===== config.mk =====
export PLATFORM = sky130hd
export DESIGN_NAME = playback_seq
export DESIGN_NICKNAME = d
export VERILOG_FILES = /design/src/rtl/playback_seq_pkg.sv /design/src/rtl/playback_seq_ctrl.sv /design/src/rtl/playback_seq_dp.sv /design/src/rtl/playback_seq.sv
export SDC_FILE = /design/constraint.sdc
export NUM_CORES = 1
export LEC_CHECK = 0
export CAP_MARGIN = 20
export CORE_MARGIN = 8
export CORE_UTILIZATION = 48
export DETAILED_ROUTE_END_ITERATION = 6
export GPL_TIMING_DRIVEN = 0
export HOLD_SLACK_MARGIN = 0.1
export PLACE_DENSITY = 0.92
export SYNTH_ARGS = -nofsm -noshare
export SYNTH_HDL_FRONTEND = slang
export SYNTH_HIERARCHICAL = 1
export SYNTH_SLANG_ARGS = --single-unit

===== constraint.sdc =====
create_clock -name clk -period 7.6 [get_ports clk]
set_clock_uncertainty 0.15 [all_clocks]
set_input_delay 1.14 -clock clk [delete_from_list [all_inputs] [get_ports clk]]
set_output_delay 1.14 -clock clk [all_outputs]
set_load 0.02 [all_outputs]

===== src/rtl/playback_seq_pkg.sv =====
package playback_seq_pkg;

  // Strobes from the control to the datapath, valid for the current cycle.
  typedef struct packed {
    logic loadLatch;   // capture memory byte at this edge
    logic clearCount;  // force counter to zero at this edge
    logic advance;     // increment counter at this edge
  } seqStrobes_t;

endpackage


===== src/rtl/playback_seq_ctrl.sv =====
module playback_seq_ctrl
  import playback_seq_pkg::*;
#(
  parameter int DATA_W  = 8,
  parameter int CMD_BIT = 7,
  parameter int EOD_BIT = 2
) (
  input  logic              clk,
  input  logic              rst,
  input  logic              phaseBit,
  input  logic [DATA_W-1:0] latchQ,
  output seqStrobes_t       strobes
);

  logic isMarker;
  logic justLoaded;

  // The decode looks only at the captured byte, never at the live bus.
  assign isMarker = latchQ[CMD_BIT] & latchQ[EOD_BIT];

  // justLoaded is high for the single cycle after a capture. Qualifying the
  // clear with it keeps the clear to one master clock.
  always_ff @(posedge clk) begin
    if (rst) justLoaded <= 1'b0;
    else     justLoaded <= strobes.loadLatch;
  end

  always_comb begin
    strobes.loadLatch  = phaseBit;
    strobes.clearCount = justLoaded & isMarker;
    strobes.advance    = ~strobes.clearCount;
  end

  // a clear is never followed by another clear.
  p_clear_once_r7: assert property (@(posedge clk) disable iff (rst)
    strobes.clearCount |=> !strobes.clearCount);

  // a clear only follows a capture in the previous cycle.
  p_clear_after_load_r6: assert property (@(posedge clk) disable iff (rst)
    strobes.clearCount |-> $past(strobes.loadLatch));

endmodule


===== src/rtl/playback_seq_dp.sv =====
module playback_seq_dp
  import playback_seq_pkg::*;
#(
  parameter int ADDR_W = 18,
  parameter int DATA_W = 8
) (
  input  logic              clk,
  input  logic              rst,
  input  seqStrobes_t       strobes,
  input  logic [DATA_W-1:0] memData,
  output logic [ADDR_W-1:0] memAddr,
  output logic              phaseBit,
  output logic [DATA_W-1:0] latchQ
);

  localparam int CNT_W = ADDR_W + 1;

  logic [CNT_W-1:0] cnt;
  logic [CNT_W-1:0] cntNext;
  logic [CNT_W:0]   carry;

  // Fully synchronous counter: each stage toggles on the ANDed carry, and
  // every stage is updated on the same edge.
  assign carry[0] = strobes.advance;

  generate
    for (genvar i = 0; i < CNT_W; i++) begin : g_stage
      assign cntNext[i]  = strobes.clearCount ? 1'b0 : (cnt[i] ^ carry[i]);
      assign carry[i+1]  = carry[i] & cnt[i];
    end
  endgenerate

  always_ff @(posedge clk) begin
    if (rst) cnt <= '0;
    else     cnt <= cntNext;
  end

  always_ff @(posedge clk) begin
    if (rst)                    latchQ <= '0;
    else if (strobes.loadLatch) latchQ <= memData;
  end

  assign phaseBit = cnt[0];
  assign memAddr  = cnt[CNT_W-1:1];

  // without a clear, the counter steps by exactly one.
  p_count_step_r1: assert property (@(posedge clk) disable iff (rst)
    strobes.advance |=> cnt == CNT_W'($past(cnt) + 1'b1));

  // a clear leaves the counter at zero.
  p_clear_zero_r5: assert property (@(posedge clk) disable iff (rst)
    strobes.clearCount |=> cnt == '0);

  // the captured byte holds between strobes.
  p_latch_hold_r3: assert property (@(posedge clk) disable iff (rst)
    !strobes.loadLatch |=> $stable(latchQ));

  // reset clears counter and captured byte.
  p_reset_clear_r8: assert property (@(posedge clk)
    rst |=> (cnt == '0) && (latchQ == '0));

endmodule


===== src/rtl/playback_seq.sv =====
module playback_seq
  import playback_seq_pkg::*;
#(
  parameter int ADDR_W  = 18,
  parameter int DATA_W  = 8,
  parameter int CMD_BIT = 7,
  parameter int EOD_BIT = 2
) (
  input  logic              clk,
  input  logic              rst,
  output logic [ADDR_W-1:0] memAddr,
  input  logic [DATA_W-1:0] memData,
  output logic              dataStrobe,
  output logic [DATA_W-1:0] latchData
);

  seqStrobes_t strobes;
  logic        phaseBit;

  playback_seq_ctrl #(
    .DATA_W (DATA_W),
    .CMD_BIT(CMD_BIT),
    .EOD_BIT(EOD_BIT)
  ) i_ctrl (
    .clk     (clk),
    .rst     (rst),
    .phaseBit(phaseBit),
    .latchQ  (latchData),
    .strobes (strobes)
  );

  playback_seq_dp #(
    .ADDR_W(ADDR_W),
    .DATA_W(DATA_W)
  ) i_dp (
    .clk     (clk),
    .rst     (rst),
    .strobes (strobes),
    .memData (memData),
    .memAddr (memAddr),
    .phaseBit(phaseBit),
    .latchQ  (latchData)
  );

  assign dataStrobe = phaseBit;

endmodule


==> flow_summary_export.csv <==
group,metric,value,unit
detailed_routing,initialDrtViolationCount,10,
global_route,grt_usage,11.3,%
place,post-dp-hpwl,1830,um
sta,worst_pin_slew,255,ps
layout,layout-drive-gt1-share,18.5,%
layout,postLayoutCellArea,1560,sq um
power_and_ir_drop,leakage,0.737,nW
sta,drv_slew,0,
clock_tree,h-tree-depth,1,
layout,nets,159,
place,io_buffers,36,
sta,min_period,4290,ps
layout,n_fill_cell,168,
layout,fin_util,70.5,%
layout,layout.cells.non_filler,158,
floorplanning,core,2210,sq um
place,routabilityCongestion,0.714,
layout,multiInputGateArea,527,sq um
clock_tree,cts.hold.buffers_added,0,
yosys,avgSynthCellArea,12.5,sq um
layout,register_area,561,sq um
run,cap_violations,0,
worst_setup_path,cpMostUsedCell,"ha_1",
global_route,antenna_found_initial,0,
detailed_routing,drc,0,
sta,hold_viol_final,0,
min_path,hold_path_depth,2,
worst_setup_path,crit_path_start_kind,"register",
floorplanning,boundaryPins,37,
yosys,seq_area_frac_synth,49.7,%
clock_tree,cts_tree,"built",
floorplanning,die-area,4160,sq um
sta,finalSetupTns,0,ps
clock_tree,clk_latency,320,ps
floorplanning,initial_core_util,51.0,%
floorplanning,num_rows,17,
yosys,synth.top_cells.by_count,"28 x dfxtp_1, 18 x ha_1, 8 x and2_2, 8 x mux2i_1, 8 x nor2_1",
global_route,grt_start_max_net_pins,16,
place,dp.cells,154,
yosys,synth_top_area_share,49.7,%
global_route,grt_pass1_vias,815,
clock_tree,clock_path_buffers,2,
sta,setup_violations,0,
worst_setup_path,reg2regPathDepth,21,
global_route,overflow,0,
min_path,hold_class,"reg2reg",
sta,slew_headroom,82.9,%
yosys,synth_edf_count,0,
worst_setup_path,critPathSlowestCell,"dfxtp_1",
detailed_routing,postRouteAntennaNets,0,
clock_tree,cts.sinks,28,
run_status,outcome,"finished, final reports clean",
yosys,ys.flop_type,"dfxtp_1",
layout,area_growth,38.2,%
sta,fmax,233,MHz
worst_setup_path,worstPathRequired,7680,ps
worst_setup_path,end_kind,"register",
detailed_routing,via_count,753,
clock_tree,cts_resized,0,
worst_setup_path,path_cells,"nand3_1, ha_1, ha_1, ha_1, ha_1, ha_1, ha_1, ha_1, ha_1, ha_1, ha_1, ha_1, ha_1, ha_1, ha_1, ha_1, ha_1, ha_1, ha_1, xnor2_1, nor3_1",
detailed_routing,first_pass_iters,2,
yosys,synth.area.top_cells,"dfxtp_1 50%, ha_1 20%, mux2i_1 7.1%",
yosys,yosysUniqueCellTypes,16,
yosys,syn-cell-area,1130,sq um
detailed_routing,route.detailed.wl_per_inst,14.3,um
global_route,grt_first_pass_wirelength,3740,um
yosys,synthArstFlopShare,0,%
clock_tree,numCtsBuffers,3,
worst_setup_path,critPathKind,"reg2reg",
clock_tree,cts-root-buf,"clkbuf_4",
power_and_ir_drop,powerDensity,165,nW/um^2
worst_setup_path,crit_family,"adder cells",
yosys,synth_nets,118,
layout,n_antenna_cell,0,
floorplanning,die_y,64.5,um
worst_setup_path,cp_max_fo,4,
worst_setup_path,cp.buffers_inverters,0,
clock_tree,cts_setup_buffers,0,
worst_setup_path,slowest_delay,400,ps
place,postPlaceCellArea,1520,sq um
detailed_routing,wl,2260,um
yosys,syn_inst,90,
yosys,synth.most_common_cell,"dfxtp_1",
clock_tree,clk_pin_slew,140,ps
sta,period_share,56.5,%
floorplanning,fp.dieW,64.5,um
yosys,yosysTopAreaCell,"dfxtp_1",
yosys,yosysWarnings,6,
yosys,synth-seq-cells,28,
detailed_routing,via_per_inst,4.77,
worst_setup_path,cp_num_cells,21,
worst_setup_path,cp.arrival,4370,ps
power_and_ir_drop,vdd_ir_drop_max,0.124,mV
sta,whs,361,ps
sta,rsz0062_at_grt,"no",
where the power goes:
group          internal (mW)  switching (mW)
sequential             0.151         0.00260
clock                 0.0293          0.0421
combinational         0.0181          0.0144
total                  0.199          0.0590
worst register-to-register path: stages (launching register included):
cell     delay [ps]
dfxtp_1         400
nand3_1         120
ha_1            210
ha_1            180
ha_1            180
ha_1            190
ha_1            180
ha_1            180
ha_1            180
ha_1            180
ha_1            180
ha_1            180
ha_1            170
ha_1            180
ha_1            180
ha_1            180
ha_1            180
ha_1            190
ha_1            200
ha_1            190
xnor2_1         190
nor3_1           60
cells in the final DEF (no fill, tap or decap):
cell type / instances
mux2i_1: 8
and2_2: 8
buf_4: 2
and2_4: 7
dfxtp_1: 28
nor2b_1: 1
clkbuf_4: 3
clkdlybuf4s50_1: 36
buf_8: 1
nand3_1: 1
and3_1: 1
and2_1: 3
buf_6: 1
ha_1: 18
nor2_1: 8
clkbuf_8: 1
xnor2_1: 1
nor2_8: 1
nor3_1: 1
sequential cells by signal, summed over array words and instances, names as in the netlist:
| signal | flops |
|---|---|
| i_dp/cnt | 19 |
| i_dp/latchQ | 8 |
| i_ctrl/justLoaded | 1 |
per-stage QoR:
step	setup WS (ps)	power, mW
floorplan	3450	0.174
global placement	3420	0.189
detailed placement	3310	0.190
CTS	3280	0.261
global route	3080	0.268
finish	3310	0.258
worst paths after layout:
path,startpoint,to,slack [ps]
worst min-delay path,i_dp/latchQ[1],i_dp/latchQ[1],360
worst max register to register,i_dp/latchQ[7],i_dp/cnt[18],3310
worst max-delay path,i_dp/latchQ[7],i_dp/cnt[18],3310
worst min register to register,i_dp/latchQ[1],i_dp/latchQ[1],360
cell type report:
cell class / count / area share [%]
plain buffers: 4 / 2.65
clock buffers: 4 / 2.33
multi-input cells: 58 / 33.8
flip-flops and latches: 28 / 35.9
well taps: 28 / 2.25
repair buffers: 36 / 23.1
metal layers:
metal	part of all wire [%]	track usage [%]	up-vias
met1	37	10.9	349
met4	3.1	5.99	0
met2	53	20.1	20
met3	6.8	4.64	6
met5	0	0	-
li1	-	-	378
logic make-up (layout without fill, tap and decap cells):
kind of cell             count (synthesis)  in the layout  synth area share [%]
XOR/XNOR                                 1              1                 0.776
adder cells (fa/ha/maj)                 18             18                  20.0
buffers and inverters                    4             44                  3.66
flip-flops                              28             28                  49.7
multiplexers                             8              8                  7.10
AND/OR/NAND/NOR                         31             31                  18.8
(Power assumes the default switching activity.)
